`config.mk`:
```
export PLATFORM = sky130hd
export DESIGN_NAME = unlock_decoder
export DESIGN_NICKNAME = d
export VERILOG_FILES = /design/src/rtl/cmdseq_pkg.sv /design/src/rtl/cmdseq_fsm.sv /design/src/rtl/cmdseq_id_hold.sv /design/src/rtl/cmdseq_busy_timer.sv /design/src/rtl/unlock_decoder.sv
export SDC_FILE = /design/constraint.sdc
export NUM_CORES = 1
export LEC_CHECK = 0
export BUFFER_PORTS_ARGS = -buffer_cell sky130_fd_sc_hd__buf_2
export CORE_UTILIZATION = 30
export CTS_BUF_LIST = sky130_fd_sc_hd__clkbuf_4 sky130_fd_sc_hd__clkbuf_8 sky130_fd_sc_hd__clkbuf_16
export DETAILED_ROUTE_END_ITERATION = 10
export MAX_ROUTING_LAYER = met4
export PLACE_DENSITY = 0.63
export SLEW_MARGIN = 20
export SYNTH_ARGS = -nofsm -noshare
export SYNTH_HDL_FRONTEND = slang
export SYNTH_SLANG_ARGS = --single-unit
```
`constraint.sdc`:
```
create_clock -name clk -period 3 [get_ports clk]
set_clock_uncertainty 0.15 [all_clocks]
set_input_delay 0.45 -clock clk [delete_from_list [all_inputs] [get_ports clk]]
set_output_delay 0.45 -clock clk [all_outputs]
set_load 0.05 [all_outputs]
```
`src/rtl/cmdseq_pkg.sv`:
```
package cmdseq_pkg;
    localparam int ADDR_W = 15;
    localparam int DATA_W = 8;

    typedef logic [ADDR_W-1:0] addr_t;
    typedef logic [DATA_W-1:0] byte_t;

    typedef struct packed {
        addr_t addr;
        byte_t data;
    } wbeat_t;

    localparam addr_t KEY_ADDR_A = 15'h5555;
    localparam addr_t KEY_ADDR_B = 15'h2AAA;
    localparam byte_t KEY_DATA_A = 8'hAA;
    localparam byte_t KEY_DATA_B = 8'h55;
    localparam byte_t OP_PROG    = 8'hA0;
    localparam byte_t OP_ID_ON   = 8'h90;
    localparam byte_t OP_ID_OFF  = 8'hF0;
    localparam byte_t MFR_CODE   = 8'h1F;
    localparam byte_t DEV_CODE   = 8'hBC;

    typedef enum logic [1:0] {SQ_IDLE, SQ_GOT1, SQ_GOT2} sq_e;
    typedef enum logic [2:0] {CM_NONE, CM_PROG, CM_ID_ON, CM_ID_OFF, CM_STRAY} cm_e;

    function automatic logic beat_is(wbeat_t b, addr_t a, byte_t d);
        return (b.addr == a) && (b.data == d);
    endfunction
endpackage

```
`src/rtl/cmdseq_fsm.sv`:
```
module cmdseq_fsm
    import cmdseq_pkg::*;
(
    input  logic   clk,
    input  logic   rst,
    input  logic   wr_en,
    input  wbeat_t beat,
    input  logic   hold,
    output cm_e    cmd
);
    sq_e  st_q, st_d;
    logic acc, is_k1, is_k2, at_a;

    assign acc   = wr_en && !hold;
    assign is_k1 = beat_is(beat, KEY_ADDR_A, KEY_DATA_A);
    assign is_k2 = beat_is(beat, KEY_ADDR_B, KEY_DATA_B);
    assign at_a  = (beat.addr == KEY_ADDR_A);

    always_comb begin
        st_d = st_q;
        cmd  = CM_NONE;
        if (acc) begin
            unique case (st_q)
                SQ_IDLE: begin
                    if (is_k1) st_d = SQ_GOT1;
                    else       cmd  = CM_STRAY;
                end
                SQ_GOT1: begin
                    if (is_k2)      st_d = SQ_GOT2;
                    else if (is_k1) st_d = SQ_GOT1;
                    else begin
                        st_d = SQ_IDLE;
                        cmd  = CM_STRAY;
                    end
                end
                SQ_GOT2: begin
                    st_d = SQ_IDLE;
                    if (at_a && beat.data == OP_PROG)        cmd  = CM_PROG;
                    else if (at_a && beat.data == OP_ID_ON)  cmd  = CM_ID_ON;
                    else if (at_a && beat.data == OP_ID_OFF) cmd  = CM_ID_OFF;
                    else if (is_k1)                          st_d = SQ_GOT1;
                    else                                     cmd  = CM_STRAY;
                end
                default: st_d = SQ_IDLE;
            endcase
        end
    end

    always_ff @(posedge clk) begin
        if (rst) st_q <= SQ_IDLE;
        else     st_q <= st_d;
    end

    AST_HOLD_KEEPS_STEP: assert property (@(posedge clk) disable iff (rst)
        (wr_en && hold) |=> $stable(st_q));
    AST_PROG_AFTER_KEYS: assert property (@(posedge clk) disable iff (rst)
        (cmd == CM_PROG) |-> (st_q == SQ_GOT2));
    AST_QUIET_NO_CMD: assert property (@(posedge clk) disable iff (rst)
        !wr_en |-> (cmd == CM_NONE));
endmodule

```
`src/rtl/cmdseq_id_hold.sv`:
```
module cmdseq_id_hold
    import cmdseq_pkg::*;
#(
    parameter int PAUSE_CYC = 40
) (
    input  logic clk,
    input  logic rst,
    input  cm_e  cmd,
    output logic id_mode
);
    localparam int CW = $clog2(PAUSE_CYC + 1);

    logic [CW-1:0] cnt_q;
    logic          pend_q, tgt_q, id_q;

    always_ff @(posedge clk) begin
        if (rst) begin
            cnt_q  <= '0;
            pend_q <= 1'b0;
            tgt_q  <= 1'b0;
            id_q   <= 1'b0;
        end else if (cmd == CM_ID_ON || cmd == CM_ID_OFF) begin
            pend_q <= 1'b1;
            tgt_q  <= (cmd == CM_ID_ON);
            cnt_q  <= CW'(PAUSE_CYC - 1);
        end else if (pend_q) begin
            if (cnt_q == '0) begin
                id_q   <= tgt_q;
                pend_q <= 1'b0;
            end else begin
                cnt_q <= cnt_q - CW'(1);
            end
        end
    end

    assign id_mode = id_q;

    AST_ID_MOVES_AT_END: assert property (@(posedge clk) disable iff (rst)
        (id_q != $past(id_q)) |-> ($past(pend_q) && $past(cnt_q) == '0));
    AST_ID_TARGET_KEPT: assert property (@(posedge clk) disable iff (rst)
        (pend_q && cmd == CM_NONE) |=> (tgt_q == $past(tgt_q)));
endmodule

```
`src/rtl/cmdseq_busy_timer.sv`:
```
module cmdseq_busy_timer #(
    parameter int BUSY_CYC = 25
) (
    input  logic clk,
    input  logic rst,
    input  logic kick,
    output logic busy
);
    localparam int BW = $clog2(BUSY_CYC + 1);

    logic [BW-1:0] cnt_q;

    always_ff @(posedge clk) begin
        if (rst)               cnt_q <= '0;
        else if (kick)         cnt_q <= BW'(BUSY_CYC);
        else if (cnt_q != '0)  cnt_q <= cnt_q - BW'(1);
    end

    assign busy = (cnt_q != '0);

    AST_BUSY_NEEDS_KICK: assert property (@(posedge clk) disable iff (rst)
        $rose(busy) |-> $past(kick));
    AST_BUSY_COUNTS_DOWN: assert property (@(posedge clk) disable iff (rst)
        (cnt_q != '0 && !kick) |=> (cnt_q == $past(cnt_q) - BW'(1)));
endmodule

```
`src/rtl/unlock_decoder.sv`:
```
module unlock_decoder
    import cmdseq_pkg::*;
#(
    parameter int PAUSE_CYC = 40,
    parameter int BUSY_CYC  = 25
) (
    input  logic        clk,
    input  logic        rst,
    input  logic        wr_en,
    input  logic [14:0] wr_addr,
    input  logic [7:0]  wr_data,
    input  logic        ldr_busy,
    input  logic [14:0] rd_addr,
    input  logic [7:0]  arr_rdata,
    output logic [7:0]  rd_data,
    output logic        prog_en,
    output logic        id_mode,
    output logic        dummy_busy
);
    wbeat_t beat;
    cm_e    cmd;
    logic   prog_q;

    assign beat = '{addr: wr_addr, data: wr_data};

    cmdseq_fsm u_fsm (
        .clk  (clk),
        .rst  (rst),
        .wr_en(wr_en),
        .beat (beat),
        .hold (ldr_busy | prog_q),
        .cmd  (cmd)
    );

    cmdseq_id_hold #(.PAUSE_CYC(PAUSE_CYC)) u_id (
        .clk    (clk),
        .rst    (rst),
        .cmd    (cmd),
        .id_mode(id_mode)
    );

    cmdseq_busy_timer #(.BUSY_CYC(BUSY_CYC)) u_busy (
        .clk (clk),
        .rst (rst),
        .kick(cmd == CM_STRAY),
        .busy(dummy_busy)
    );

    always_ff @(posedge clk) begin
        if (rst) prog_q <= 1'b0;
        else     prog_q <= (cmd == CM_PROG);
    end

    assign prog_en = prog_q;

    always_comb begin
        rd_data = arr_rdata;
        if (id_mode && rd_addr[ADDR_W-1:1] == '0)
            rd_data = rd_addr[0] ? DEV_CODE : MFR_CODE;
    end

    AST_PROG_ONE_CYCLE: assert property (@(posedge clk) disable iff (rst)
        prog_q |=> !prog_q);
    AST_ARRAY_WHEN_NORMAL: assert property (@(posedge clk) disable iff (rst)
        !id_mode |-> (rd_data == arr_rdata));
endmodule

```
==> results by group <==
Final layout
  – Share of post-route cells with drive strength above 1: 39.3%
  – Layout Nets: 251
  – Area growth syn-to-layout: 34.7%
  – Total inserted antenna cells: 0

Synth
  – Top flip-flop cell by instance count after synthesis: sky130_fd_sc_hd__dfxtp_1
  – Syn_area_per_cell: 8.50 um2
  – Post-synth cell types: 43
  – Async S/R FF share, synth: 0%
  – Number of cells produced by synthesis: 134
  – Synthesized flop and latch total: 17
  – Count of yosys warnings during synthesis: 0
  – Post-Syn Nets: 188
  – Netlist area before placement: 0.00114 mm2
  – Sequential area share after synthesis: 29.9%
  – Number of flops mapped to enable cells by yosys: 0

Hold path
  – Worst min-delay path category: register to register

Clocking
  – Clock latency on the worst-skew pair: 0.25 ns
  – Cts hold-fix bufs: 0
  – Largest buffer count on any clock path: 2
  – Quantity of gates resized following cts: 0
  – Root Driver: sky130_fd_sc_hd__clkbuf_8
  – Worst-path clk slew: 0.07 ns
  – Setup Buffers After CTS: 0
  – CTS tree: done
  – Sink Count: 17
  – Clock H-tree levels: 1
  – Total CTS buffers: 3

Timing
  – Slew Limit Fails: 0
  – Relative slew slack: 76.0%
  – Setup TNS: 0 ns
  – Final min period: 2.43 ns
  – Hold slack final: 0.334 ns
  – Final number of setup-violating endpoints: 0
  – Fin crit share: 81.0%
  – Unrepaired setup endpoints after global routing: false
  – Hold violation total from the final report: 0
  – Slew at the pin closest to its max-slew limit: 0.359 ns
  – Peak clock frequency supported by timing: 0.412 GHz

Die
  – Die span in x: 63.6 um
  – Die Footprint: 0.00405 mm2
  – Die Height: 63.6 um
  – I/O pin total: 61
  – Starting density of the core: 31.1%
  – Area of the placeable core: 0.00366 mm2
  – # rows: 22

Place
  – Routability-driven placement congestion ratio: 0.726
  – HPWL after detailed placement: 2090 um
  – Number of buffers inserted by port buffering: 60

Pwr
  – Static Leakage: 0.000669 uW
  – Peak ir drop on the vdd network: 150 uV
  – Pwr Density: 384 mW/mm2

Drt
  – First-iteration detailed-routing DRC count: 56
  – Routed WL per cell: 10.8 um
  – Total vias in the final route: 1,181
  – Length of the first detailed-routing pass in iterations: 4
  – Post-route ant nets: 0
  – Total DRC errors in the routed layout: 0
  – Total Wirelength: 2630 um
  – Drt via density: 4.84

Setup path
  – CP Data Required Time: 2.40 ns
  – Maximum fanout encountered on the critical timing path: 9
  – Critical R2R Capture: u_id.id_mode
  – Type of origin of the critical path: register
  – Worst setup path end: rd_data[1]
  – R2R cell count: 5
  – CP startpoint: u_id.id_mode
  – Worst flop-to-flop path startpoint: prog_en
  – Element type at the critical path end: primary output
  – Data arrival time of the worst path: 1.83 ns
  – Setup slack, reg-to-reg: 1.13 ns
  – Setup CP Type: register to primary output

Global route
  – Number of antenna violations at the first check in global routing: 0
  – Global-route wire length before repair: 4490 um
  – Via count of the first global-routing pass: 1,055
  – Maximum number of pins on one net before global-route repair: 19
  – Aggregate global routing overflow: 0
  – All-layer global routing usage: 14.1%

Run
  – Max-capacitance violation count: 0

Status
  – Run status: completed
## metrics by stage
| step | setup WS, ns | power [uW] | area [um2] | cells | util, % |
|---|---|---|---|---|---|
| 2_1_floorplan | 0.578 | 366 | 1140 | 134 | - |
| 3_3_place_gp | 0.678 | 425 | 1490 | 240 | 40.6 |
| 3_5_place_dp | 0.649 | 426 | 1490 | 240 | 40.6 |
| 4_1_cts | 0.556 | 597 | 1530 | 244 | 41.9 |
| 5_1_grt | 0.304 | 633 | 1530 | 244 | 41.9 |
| 6_report | 0.571 | 589 | 1530 | 244 | 41.9 |
## sequential cells by signal (all words and copies together) (netlist names)
register,cells
u_id.cnt_q,6
u_busy.cnt_q,5
u_fsm.st_q,2
prog_en,1
u_id.id_mode,1
u_id.pend_q,1
u_id.tgt_q,1
## placed cells by master, fill, tap and decap left out, types with 3 or more instances in the layout
cell	count
sky130_fd_sc_hd__nor3_1	6
sky130_fd_sc_hd__nand2b_1	4
sky130_fd_sc_hd__o21ai_0	3
sky130_fd_sc_hd__inv_1	8
sky130_fd_sc_hd__buf_2	60
sky130_fd_sc_hd__clkbuf_8	3
sky130_fd_sc_hd__nand4_1	3
sky130_fd_sc_hd__nor2_1	10
sky130_fd_sc_hd__nand2_1	8
sky130_fd_sc_hd__dfxtp_1	17
sky130_fd_sc_hd__xnor2_1	7
sky130_fd_sc_hd__ha_1	4
sky130_fd_sc_hd__nand3_1	4
sky130_fd_sc_hd__a21oi_1	12
sky130_fd_sc_hd__nor4_1	8
## metal layers
layer / GRT usage, % / share of wire (%) / up-vias
li1: - / - / 619
met1: 17.8 / 49 / 526
met2: 21.7 / 45 / 34
met3: 2.17 / 4.9 / 2
met4: 6.82 / 1.0 / 0
met5: - / 0 / -
## synth_stat cells (3+ instances only)
cell type                   n  area share (%)
sky130_fd_sc_hd__nand2b_1   4             2.2
sky130_fd_sc_hd__nand2_1    8             2.6
sky130_fd_sc_hd__a21oi_1   12             5.3
sky130_fd_sc_hd__o21ai_0    3             1.3
sky130_fd_sc_hd__nand4_1    3             1.6
sky130_fd_sc_hd__ha_1       4             4.4
sky130_fd_sc_hd__nor3_1     6             2.6
sky130_fd_sc_hd__inv_1      8             2.6
sky130_fd_sc_hd__nor4_1     8             4.4
sky130_fd_sc_hd__nor2_1    10             3.3
sky130_fd_sc_hd__dfxtp_1   17              30
sky130_fd_sc_hd__xnor2_1    7             5.4
sky130_fd_sc_hd__nand3_1    4             1.8
## how the worst min path moves through the flow
| stage | start | to | slack [ns] | cells past startpoint |
|---|---|---|---|---|
| finish | u_fsm.st_q[1] | u_fsm.st_q[1] | 0.33 | 2 |
| global route | u_fsm.st_q[1] | u_fsm.st_q[1] | 0.38 | 2 |
| CTS | u_fsm.st_q[1] | u_fsm.st_q[1] | 0.34 | 2 |
| detailed placement | u_fsm.st_q[1] | u_fsm.st_q[1] | 0.33 | 2 |
| global placement | u_fsm.st_q[1] | u_fsm.st_q[1] | 0.32 | 2 |
| floorplan | u_fsm.st_q[1] | u_fsm.st_q[1] | 0.30 | 2 |
## cells by family after synthesis
group | synth area share (%)
XOR/XNOR | 6.92
buffers and inverters | 4.29
adder cells (fa/ha/maj) | 4.40
AO/OA/AOI/OAI | 14.9
flip-flops | 29.9
AND/OR/NAND/NOR | 37.6
multiplexers | 1.98
## worst max-delay path, stage by stage (launching register included)
cell	delay (ns)
sky130_fd_sc_hd__dfxtp_1	0.33
sky130_fd_sc_hd__inv_1	0.05
sky130_fd_sc_hd__nor4_1	0.26
sky130_fd_sc_hd__nand4_1	0.34
sky130_fd_sc_hd__nor2_1	0.24
sky130_fd_sc_hd__a21o_1	0.11
sky130_fd_sc_hd__buf_2	0.25
## layout make-up
| cell class | instances | area, um2 |
|---|---|---|
| fill | 368 | 2130 |
| multi-input combinational | 106 | 749 |
| sequential | 17 | 340 |
| timing repair buffer | 61 | 308 |
| tap | 48 | 60.1 |
| clock buffer | 3 | 41.3 |
| inverter | 8 | 30.0 |
| clock inverter | 1 | 5.00 |
## report_power, final
| part | internal (uW) | switching, uW |
|---|---|---|
| Sequential | 237 | 10.5 |
| Clock | 91.9 | 75.6 |
| Combinational | 78.8 | 94.3 |
| Total | 408 | 180 |
Power figures use the tool's default switching activity.
